### src/rtl/uart_loop_pkg.sv
package uart_loop_pkg;

  typedef enum logic [1:0] {
    TX_IDLE,
    TX_START,
    TX_DATA,
    TX_STOP
  } tx_state_t;

  typedef enum logic [2:0] {
    RX_IDLE,
    RX_START,
    RX_DATA,
    RX_STOP,
    RX_WAIT_HI
  } rx_state_t;

endpackage

### src/rtl/uart_rate_gen.sv
module uart_rate_gen #(
  parameter int unsigned DIV0 = 1,
  parameter int unsigned DIV1 = 2,
  parameter int unsigned DIV2 = 4,
  parameter int unsigned DIV3 = 8
) (
  input  logic       clk,
  input  logic       rst_n,
  input  logic [1:0] sel,
  input  logic       clr,
  output logic       tick
);
  localparam int unsigned MAX_AB = (DIV0 > DIV1) ? DIV0 : DIV1;
  localparam int unsigned MAX_CD = (DIV2 > DIV3) ? DIV2 : DIV3;
  localparam int unsigned MAXD   = (MAX_AB > MAX_CD) ? MAX_AB : MAX_CD;
  localparam int unsigned CNT_W  = (MAXD > 1) ? $clog2(MAXD) : 1;

  logic [CNT_W-1:0] cnt_q, cnt_d, lim;

  always_comb begin
    case (sel)
      2'd0:    lim = CNT_W'(DIV0 - 1);
      2'd1:    lim = CNT_W'(DIV1 - 1);
      2'd2:    lim = CNT_W'(DIV2 - 1);
      default: lim = CNT_W'(DIV3 - 1);
    endcase
  end

  always_comb begin
    tick  = 1'b0;
    cnt_d = cnt_q;
    if (clr) begin
      cnt_d = '0;
    end else if (cnt_q >= lim) begin
      tick  = 1'b1;
      cnt_d = '0;
    end else begin
      cnt_d = cnt_q + 1'b1;
    end
  end

  always_ff @(posedge clk or negedge rst_n) begin
    if (!rst_n) cnt_q <= '0;
    else        cnt_q <= cnt_d;
  end

endmodule

### src/rtl/uart_tx_core.sv
module uart_tx_core
  import uart_loop_pkg::*;
#(
  parameter int unsigned DATA_W = 8,
  parameter int unsigned OSR    = 16
) (
  input  logic              clk,
  input  logic              rst_n,
  input  logic              tick,
  input  logic              go,
  input  logic [DATA_W-1:0] data,
  output logic              txd,
  output logic              rdy
);
  localparam int unsigned SUB_W = (OSR > 1) ? $clog2(OSR) : 1;
  localparam int unsigned BIT_W = (DATA_W > 1) ? $clog2(DATA_W) : 1;
  localparam logic [SUB_W-1:0] SUB_LAST = SUB_W'(OSR - 1);
  localparam logic [BIT_W-1:0] BIT_LAST = BIT_W'(DATA_W - 1);

  tx_state_t         state_q, state_d;
  logic [SUB_W-1:0]  sub_q, sub_d;
  logic [BIT_W-1:0]  bit_q, bit_d;
  logic [DATA_W-1:0] shf_q, shf_d;
  logic              txd_q, txd_d;

  always_comb begin
    state_d = state_q;
    sub_d   = sub_q;
    bit_d   = bit_q;
    shf_d   = shf_q;
    txd_d   = txd_q;
    case (state_q)
      TX_IDLE: begin
        txd_d = 1'b1;
        if (go) begin
          state_d = TX_START;
          shf_d   = data;
          sub_d   = '0;
          bit_d   = '0;
          txd_d   = 1'b0;
        end
      end
      TX_START: begin
        if (tick) begin
          if (sub_q == SUB_LAST) begin
            state_d = TX_DATA;
            sub_d   = '0;
            txd_d   = shf_q[0];
          end else begin
            sub_d = sub_q + 1'b1;
          end
        end
      end
      TX_DATA: begin
        if (tick) begin
          if (sub_q == SUB_LAST) begin
            sub_d = '0;
            shf_d = shf_q >> 1;
            if (bit_q == BIT_LAST) begin
              state_d = TX_STOP;
              txd_d   = 1'b1;
            end else begin
              bit_d = bit_q + 1'b1;
              txd_d = shf_q[1];
            end
          end else begin
            sub_d = sub_q + 1'b1;
          end
        end
      end
      default: begin
        if (tick) begin
          if (sub_q == SUB_LAST) begin
            state_d = TX_IDLE;
            sub_d   = '0;
            txd_d   = 1'b1;
          end else begin
            sub_d = sub_q + 1'b1;
          end
        end
      end
    endcase
  end

  always_ff @(posedge clk or negedge rst_n) begin
    if (!rst_n) begin
      state_q <= TX_IDLE;
      sub_q   <= '0;
      bit_q   <= '0;
      shf_q   <= '0;
      txd_q   <= 1'b1;
    end else begin
      state_q <= state_d;
      sub_q   <= sub_d;
      bit_q   <= bit_d;
      shf_q   <= shf_d;
      txd_q   <= txd_d;
    end
  end

  assign txd = txd_q;
  assign rdy = (state_q == TX_IDLE);


  go_accept_chk: assert property (@(posedge clk) disable iff (!rst_n)
    (go && rdy) |=> (!rdy && !txd));


  busy_hold_chk: assert property (@(posedge clk) disable iff (!rst_n)
    (go && !rdy && !tick) |=> $stable(shf_q));

endmodule

### src/rtl/uart_rx_core.sv
module uart_rx_core
  import uart_loop_pkg::*;
#(
  parameter int unsigned DATA_W = 8,
  parameter int unsigned OSR    = 16
) (
  input  logic              clk,
  input  logic              rst_n,
  input  logic              tick,
  input  logic              line,
  output logic              strobe,
  output logic [DATA_W-1:0] byte_out
);
  localparam int unsigned SUB_W = (OSR > 1) ? $clog2(OSR) : 1;
  localparam int unsigned BIT_W = (DATA_W > 1) ? $clog2(DATA_W) : 1;
  localparam logic [SUB_W-1:0] SUB_LAST = SUB_W'(OSR - 1);
  localparam logic [SUB_W-1:0] SUB_MID  = SUB_W'(OSR / 2 - 1);
  localparam logic [BIT_W-1:0] BIT_LAST = BIT_W'(DATA_W - 1);

  rx_state_t         state_q, state_d;
  logic [SUB_W-1:0]  sub_q, sub_d;
  logic [BIT_W-1:0]  bit_q, bit_d;
  logic [DATA_W-1:0] shf_q, shf_d;
  logic [DATA_W-1:0] byte_q, byte_d;
  logic              strobe_q, strobe_d;

  always_comb begin
    state_d  = state_q;
    sub_d    = sub_q;
    bit_d    = bit_q;
    shf_d    = shf_q;
    byte_d   = byte_q;
    strobe_d = 1'b0;
    case (state_q)
      RX_IDLE: begin
        if (tick && !line) begin
          state_d = RX_START;
          sub_d   = '0;
        end
      end
      RX_START: begin
        if (tick) begin
          if (sub_q == SUB_MID) begin
            sub_d   = '0;
            bit_d   = '0;
            state_d = line ? RX_IDLE : RX_DATA;
          end else begin
            sub_d = sub_q + 1'b1;
          end
        end
      end
      RX_DATA: begin
        if (tick) begin
          if (sub_q == SUB_LAST) begin
            sub_d = '0;
            shf_d = {line, shf_q[DATA_W-1:1]};
            if (bit_q == BIT_LAST) state_d = RX_STOP;
            else                   bit_d   = bit_q + 1'b1;
          end else begin
            sub_d = sub_q + 1'b1;
          end
        end
      end
      RX_STOP: begin
        if (tick) begin
          if (sub_q == SUB_LAST) begin
            sub_d = '0;
            if (line) begin
              strobe_d = 1'b1;
              byte_d   = shf_q;
              state_d  = RX_IDLE;
            end else begin
              state_d = RX_WAIT_HI;
            end
          end else begin
            sub_d = sub_q + 1'b1;
          end
        end
      end
      default: begin
        if (tick && line) state_d = RX_IDLE;
      end
    endcase
  end

  always_ff @(posedge clk or negedge rst_n) begin
    if (!rst_n) begin
      state_q  <= RX_IDLE;
      sub_q    <= '0;
      bit_q    <= '0;
      shf_q    <= '0;
      byte_q   <= '0;
      strobe_q <= 1'b0;
    end else begin
      state_q  <= state_d;
      sub_q    <= sub_d;
      bit_q    <= bit_d;
      shf_q    <= shf_d;
      byte_q   <= byte_d;
      strobe_q <= strobe_d;
    end
  end

  assign strobe   = strobe_q;
  assign byte_out = byte_q;


  strobe_pulse_chk: assert property (@(posedge clk) disable iff (!rst_n)
    strobe_q |=> !strobe_q);


  strobe_after_stop_chk: assert property (@(posedge clk) disable iff (!rst_n)
    strobe_q |-> ($past(state_q) == RX_STOP && state_q == RX_IDLE));

endmodule

### src/rtl/uart_loop_xcvr.sv
module uart_loop_xcvr #(
  parameter int unsigned DATA_W = 8,
  parameter int unsigned OSR    = 16,
  parameter int unsigned DIV0   = 1,
  parameter int unsigned DIV1   = 2,
  parameter int unsigned DIV2   = 4,
  parameter int unsigned DIV3   = 8
) (
  input  logic              clk,
  input  logic              rst_n,
  input  logic [1:0]        rate_sel,
  input  logic              loop_en,
  input  logic              rxd_in,
  input  logic              tx_go,
  input  logic [DATA_W-1:0] tx_byte,
  output logic              txd_out,
  output logic              tx_rdy,
  output logic              rx_strobe,
  output logic [DATA_W-1:0] rx_byte
);
  localparam int unsigned N_GEN  = 2;
  localparam int unsigned GEN_TX = 0;
  localparam int unsigned GEN_RX = 1;

  logic [1:0]       rst_sync_q;
  logic             core_rst_n;
  logic [1:0]       rxd_sync_q;
  logic             rx_line;
  logic             txd_int;
  logic [N_GEN-1:0] clr_v, tick_v;

  always_ff @(posedge clk or negedge rst_n) begin
    if (!rst_n) rst_sync_q <= 2'b00;
    else        rst_sync_q <= {rst_sync_q[0], 1'b1};
  end
  assign core_rst_n = rst_sync_q[1];

  always_ff @(posedge clk or negedge core_rst_n) begin
    if (!core_rst_n) rxd_sync_q <= 2'b11;
    else             rxd_sync_q <= {rxd_sync_q[0], rxd_in};
  end

  assign rx_line       = loop_en ? txd_int : rxd_sync_q[1];
  assign clr_v[GEN_TX] = tx_rdy;
  assign clr_v[GEN_RX] = 1'b0;

  for (genvar g = 0; g < N_GEN; g++) begin : g_rate
    uart_rate_gen #(
      .DIV0(DIV0), .DIV1(DIV1), .DIV2(DIV2), .DIV3(DIV3)
    ) i_rate (
      .clk  (clk),
      .rst_n(core_rst_n),
      .sel  (rate_sel),
      .clr  (clr_v[g]),
      .tick (tick_v[g])
    );
  end

  uart_tx_core #(.DATA_W(DATA_W), .OSR(OSR)) i_tx (
    .clk  (clk),
    .rst_n(core_rst_n),
    .tick (tick_v[GEN_TX]),
    .go   (tx_go),
    .data (tx_byte),
    .txd  (txd_int),
    .rdy  (tx_rdy)
  );

  uart_rx_core #(.DATA_W(DATA_W), .OSR(OSR)) i_rx (
    .clk     (clk),
    .rst_n   (core_rst_n),
    .tick    (tick_v[GEN_RX]),
    .line    (rx_line),
    .strobe  (rx_strobe),
    .byte_out(rx_byte)
  );

  assign txd_out = txd_int;


  idle_line_high_chk: assert property (@(posedge clk) disable iff (!core_rst_n)
    tx_rdy |-> txd_out);


  loop_path_chk: assert property (@(posedge clk) disable iff (!core_rst_n)
    loop_en |-> (rx_line == txd_out));

endmodule

### config.mk
export PLATFORM = sky130hd
export DESIGN_NAME = uart_loop_xcvr
export DESIGN_NICKNAME = d
export VERILOG_FILES = /design/src/rtl/uart_loop_pkg.sv /design/src/rtl/uart_rate_gen.sv /design/src/rtl/uart_tx_core.sv /design/src/rtl/uart_rx_core.sv /design/src/rtl/uart_loop_xcvr.sv
export SDC_FILE = /design/constraint.sdc
export NUM_CORES = 1
export LEC_CHECK = 0
export ABC_AREA = 0
export BUFFER_PORTS_ARGS = -buffer_cell sky130_fd_sc_hd__buf_2
export CORE_ASPECT_RATIO = 0.6
export CORE_UTILIZATION = 41
export CTS_BUF_LIST = sky130_fd_sc_hd__clkbuf_4
export DETAILED_ROUTE_END_ITERATION = 7
export PLACE_DENSITY = 0.58
export SYNTH_ARGS = -nofsm -noshare
export SYNTH_HDL_FRONTEND = slang
export SYNTH_SLANG_ARGS = --single-unit
### constraint.sdc
create_clock -name clk -period 3.2 [get_ports clk]
set_input_delay 0.32 -clock clk [delete_from_list [all_inputs] [get_ports clk]]
set_output_delay 0.32 -clock clk [all_outputs]
set_load 0.01 [all_outputs]
# Yosys cells after proc, flatten, opt, wreduce, memory -nomap -nowiden

Index checks and enable logic that the tools add are counted.

Register bits: 55
Bits of input ports: 15
Output and inout port bits: 11
Logic and storage cells: 142

$lt $le $gt $ge: 2
Reduce and logical (&&, ||, !) cells: 23
Add/subtract/negate cells: 6
Equality and inequality tests: 29
Muxes and demuxes: 67

Operator list:

| cell                  | count |
|---|---|
| $mux W3               | 22 |
| $mux W4               | 9 |
| $ne A2 B1 Y1 const B  | 14 |
| $mux W8               | 3 |
| $mux W2               | 9 |
| $mux W1               | 16 |
| $pmux W8 S2           | 1 |
| $add A3 B1 Y3 const B | 4 |
| $pmux W3 S2           | 2 |
| $pmux W3 S4           | 1 |
| $pmux W4 S3           | 1 |
| $reduce_and A4 Y1     | 3 |
| $reduce_and A6 Y1     | 2 |
| $pmux W3 S3           | 1 |
| $reduce_and A9 Y1     | 1 |
| $add A4 B1 Y4 const B | 2 |
| $eq A4 B4 Y1 const B  | 2 |
| $reduce_and A8 Y1     | 1 |
| $reduce_bool A2 Y1    | 4 |
| $eq A3 B2 Y1 const B  | 2 |
| $eq A3 B3 Y1 const B  | 2 |
| $ge A3 B3 Y1          | 2 |
| $ne A2 B2 Y1 const B  | 3 |
| $pmux W2 S3           | 1 |
| 15 further kinds      | 19 |

# Longest topological paths before layout

Depth in word-level cells: 7
Mapped depth: 9
Gate-level depth less buffers: 7

# Modules after synthesis

From an unflattened synthesis, not the netlist that was laid out.

Cell total of the unflattened synthesis: 279
Area, all modules: 3052.9 sq um

Modules (own cells, without submodules):

| module         | instances | area each (sq um) | seq. area each (sq um) | cells an instance |
|---|---|---|---|---|
| uart_rx_core   | 1         | 1328.8            | 675.6                  | 110 |
| uart_tx_core   | 1         | 1171.1            | 451.7                  | 122 |
| uart_rate_gen  | 2         | 214.0             | 75.1                   | 20 |
| uart_loop_xcvr | 1         | 125.1             | 102.6                  | 7 |

# Worst setup path before layout

Ideal clock, no wire load.

Path kind: input port to flip-flop
Start: input port rate_sel[0]
End: register i_tx.state_q[1]
Arrival: 1.900 ns
Path slack: 1.175 ns
Path buffers: 0
Library setup time: 0.125 ns
Cell stages on the path: 7
Data required time: 3.075 ns
Path through: or2_2 -> ha_1 -> nor2b_4 -> o21ai_4 -> nand3_4 -> o21ai_0 -> mux2_2

Word-level cells in the longest chain between the ends: 7
Elaborated cells on any way between the ends: 11
Classes of those cells: 1 x order compare; 4 x eq/ne; 3 x mux; 3 x reduce/logical

Ends and longest elaborated chain:

| element                                                                    | RTL line             | text |
|---|---|---|
| start, declared                                                            | uart_loop_xcvr.sv:11 | `input logic [1:0] rate_sel,` |
| $eq A2 B2 Y1, or another cell as far along                                 | uart_rate_gen.sv:21  | `case (sel)` |
| $pmux W3 S3 *                                                              | uart_rate_gen.sv:21  |  |
| $ge A3 B3 Y1 *                                                             | uart_rate_gen.sv:34  | `end else if (cnt_q >= lim) begin` |
| $mux W1 *                                                                  | uart_rate_gen.sv:34  |  |
| $mux W1 *                                                                  | uart_rate_gen.sv:32  | `if (clr) begin` |
| $ne A2 B1 Y1 (no source line) / $reduce_bool A2 Y1 (equally long branches) | n/a                  |  |
| $reduce_and A8 Y1 (no source line) *                                       | n/a                  |  |
| end signal, assigned                                                       | uart_tx_core.sv:93   | `state_q <= state_d;` |
| end, declared                                                              | uart_tx_core.sv:20   | `tx_state_t state_q, state_d;` |

Every way passes the cells marked *; elsewhere a longest branch is shown, timed or not.
A chain may end at the register's enable or synchronous reset.

# Worst setup path in the final report

Start: register i_tx.state_q[0]
End: register i_tx.bit_q[1]

Word-level cells in the longest chain between the ends: 4
Elaborated cells on any way between the ends: 10
Classes of those cells: 5 x eq/ne; 2 x mux; 3 x reduce/logical

Ends and longest elaborated chain:

| element                            | RTL line                                | text |
|---|---|---|
| $logic_not A2 Y1                   | uart_tx_core.sv:32, uart_tx_core.sv:102 |  |
| $mux W1                            | uart_rate_gen.sv:32                     |  |
| $ne A2 B1 Y1 (no source line)      | n/a                                     |  |
| $reduce_and A5 Y1 (no source line) | n/a                                     |  |
| end signal, assigned               | uart_tx_core.sv:95                      | `bit_q <= bit_d;` |
| end, declared                      | uart_tx_core.sv:22                      | `logic [BIT_W-1:0] bit_q, bit_d;` |

Several ways; a longest one is shown, not always the timed one.

==> metrics.cfg <==
[run_status]
outcome=completed

[synth]
synth_top_flop_cell=dfrtp_1
synth_area_leaders=dfrtp_1, ha_1, mux2_2, o21ai_0, nand2_1
synth_async_sr_flop_share_pct=100
yosys_warnings=0
syn_avg_cell_area_um2=11.1
syn-num-nets=284
ys_types=48
synth_largest_area_cell=dfrtp_1
yosys_register_bits=55
syn_inst=251
synth.yosys.seq_area_share_pct=49.6
synth.top_cell.area_share_pct=46.8
synth_edf_count=0
synth_area_mm2=0.00278

[cts]
cts_max_level=2
clockBufferDepth=2
cts_root_buf=clkbuf_4
path_clk_slew_ps=160
clock_latency_ps=390
cts.sinks=55
cts_tree=done
postCtsSetupRepairBufs=0
cts_made_buffers=5

[timing]
fin_ws_ps=1170
setup_tns_ps=0
slew_viol_final=0
final_hold_viol_count=0
worstMarginPinSlew_ps=851
layout_min_cycle_time_ps=2030
whs_ps=176
worst_clock_skew_ps=21.6
clock.fmax_mhz=494
fin_crit_sh_pct=63.3
rsz0062_at_grt=no
finalSetupViolCount=0
maxSlewHeadroom_pct=43.3

[floorplanning]
die_w_um=108
initial_core_util_pct=44.0
rows=22
io_pins=26
fp.dieArea_mm2=0.00713
die_y_um=65.8
core_area_mm2=0.00633

[finish]
multi_input_area_mm2=0.00131
nFillCells=613
nets=310
areaGrowthSynthToFinish_pct=9.98
antennaDiodeCount=0
finalCoreUtilization_pct=48.3
drive_above_1_share_pct=24.5
seqCellArea_mm2=0.00138

[route]
drt_iter0_drc=78
via_per_inst=5.09
ant_nets=0
wirelength_um=4820
first_pass_iters=4
drc_errors=0
wire_per_inst_um=13.3
vias=1844

[grt]
grt_pass1_vias=1744
grt_remaining_overflow=0
grtUsageTotal_pct=14.9
grt_pass1_wl_um=8160
grt_max_degree=40
antenna_found_initial=0

[power]
power_density_mw_per_mm2=705
total_power_uw=2160
vdd_drop_max_mv=0.332
leakagePower_uw=0.00148

[setup_path]
required_ps=3480
crit_fanout=20
critPathKind=reg2reg
slowest_stage=dfrtp_1
r2r_cells=8
worstPathArrival_ps=2310
crit_path_end_kind=register
path_cells=inv_1, ha_1, inv_1, nor3b_1, a41oi_1, buf_4, o21ai_0, o21ai_0
crit_path_max_incr_delay_ps=440
start_kind=register

[placement]
routabilityCongestion=0.783
pre_cts_slack_ps=916
hpwlAfterDp_um=3440
placement.io_buffers=25

[flow_run]
drv_cap=0

[min_path]
min_path_cells=3
hp-class=in2reg

==> cell usage after synthesis (4+ instances only) <==
master / n
nor3_1: 6
mux2i_1: 10
a21oi_1: 7
mux2_2: 19
dfrtp_1: 52
buf_2: 8
nand3_1: 8
inv_1: 11
nor2_1: 9
o21ai_0: 21
a22o_1: 4
ha_1: 18
nand2_1: 27
==> final timing paths <==
check	startpoint	to	slack [ps]
setup / recovery	i_tx.state_q[0]	i_tx.bit_q[1]	1170
hold / removal	tx_byte[7]	i_tx.shf_q[7]	180
setup reg to reg	i_tx.state_q[0]	i_tx.bit_q[1]	1170
hold reg to reg	rxd_sync_q[0]	rxd_sync_q[1]	360
max in group asynchronous	rst_sync_q[1]	i_tx.txd	2000
min in group asynchronous	rst_n	rst_sync_q[1]	220
==> critical path, delay by kind of cell (launching register included) <==
family | cells | cell delay (ps)
adders and majority gates | 1 | 400
and+or+nand+nor | 1 | 230
buffers and inverters | 3 | 540
AOI/OAI and AO/OA | 3 | 300
DFF | 1 | 440
==> registers in the layout, summed over array words and instances (netlist names) <==
name	cells
g_rate.i_rate.cnt_q	6
i_rx.bit_q	3
i_rx.byte_out	8
i_rx.shf_q	8
i_rx.state_q	3
i_rx.strobe	1
i_rx.sub_q	4
i_tx.bit_q	3
i_tx.shf_q	8
i_tx.state_q	2
i_tx.sub_q	4
i_tx.txd	1
rst_sync_q	2
rxd_sync_q	2
==> cell usage in the layout, fill, tap and decap left out, drive strengths merged, types with 2 or more instances in the layout <==
master / netlist / routed
dfrtp: 52 / 52
nand2: 28 / 28
buf: 9 / 27
o21ai: 23 / 23
mux2: 19 / 19
ha: 18 / 18
inv: 11 / 13
mux2i: 10 / 10
nor2: 9 / 9
nand3: 9 / 9
a21oi: 7 / 7
nor3: 6 / 6
clkbuf: 1 / 5
a22o: 4 / 4
nor2b: 4 / 4
and2: 3 / 3
xnor2: 3 / 3
dfstp: 3 / 3
and3: 3 / 3
nand4: 3 / 3
o21a: 2 / 2
nor3b: 2 / 2
nand2b: 2 / 2
o22ai: 2 / 2
a22oi: 2 / 2
o31ai: 2 / 2
dlygate4sd3: 0 / 2
o311ai: 2 / 2
==> layout make-up <==
cell class / instances / share of cell area [%]
clock buffer: 5 / 1.23
clock inverter: 3 / 0.695
inverter: 11 / 1.35
multi-input combinational: 175 / 42.9
sequential: 55 / 45.1
tap: 84 / 3.43
timing repair buffer: 29 / 5.23
==> per-layer routing <==
metal	vias up	track usage (%)	wire, um
li1	942	-	-
met1	856	22.7	2710
met2	39	20.1	1830
met3	7	4.53	242
met4	0	4.22	37
met5	-	0	0
==> per-stage QoR <==
step	cells	cell area (um^2)
final	362	3060
after global routing	362	3060
after CTS	362	3060
after detailed placement	352	2980
after global placement	352	2980
after floorplan	251	2780
==> what timing repair did <==
action                    in CTS  in global routing
resized for setup              0                  0
hold endpoints to repair       3                  0
hold buffers                   2                  0
==> where the power goes <==
group | internal (uW) | leakage (uW) | switching (uW) | total, uW
Sequential | 878 | 0.000701 | 166 | 1040
Clock | 89.6 | 0.0000336 | 229 | 318
Combinational | 355 | 0.000742 | 441 | 796
==> cell families after synthesis <==
group,Yosys count,synth area share [%]
AND/OR/NAND/NOR,72,14.3
flip-flops,55,49.6
AO/OA/AOI/OAI,51,12.1
multiplexers,29,11.3
buffers and inverters,21,3.19
adder cells (fa/ha/maj),18,8.09
XOR/XNOR,4,1.26
other,1,0.135
No activity file was read; power rests on OpenSTA's default activity.
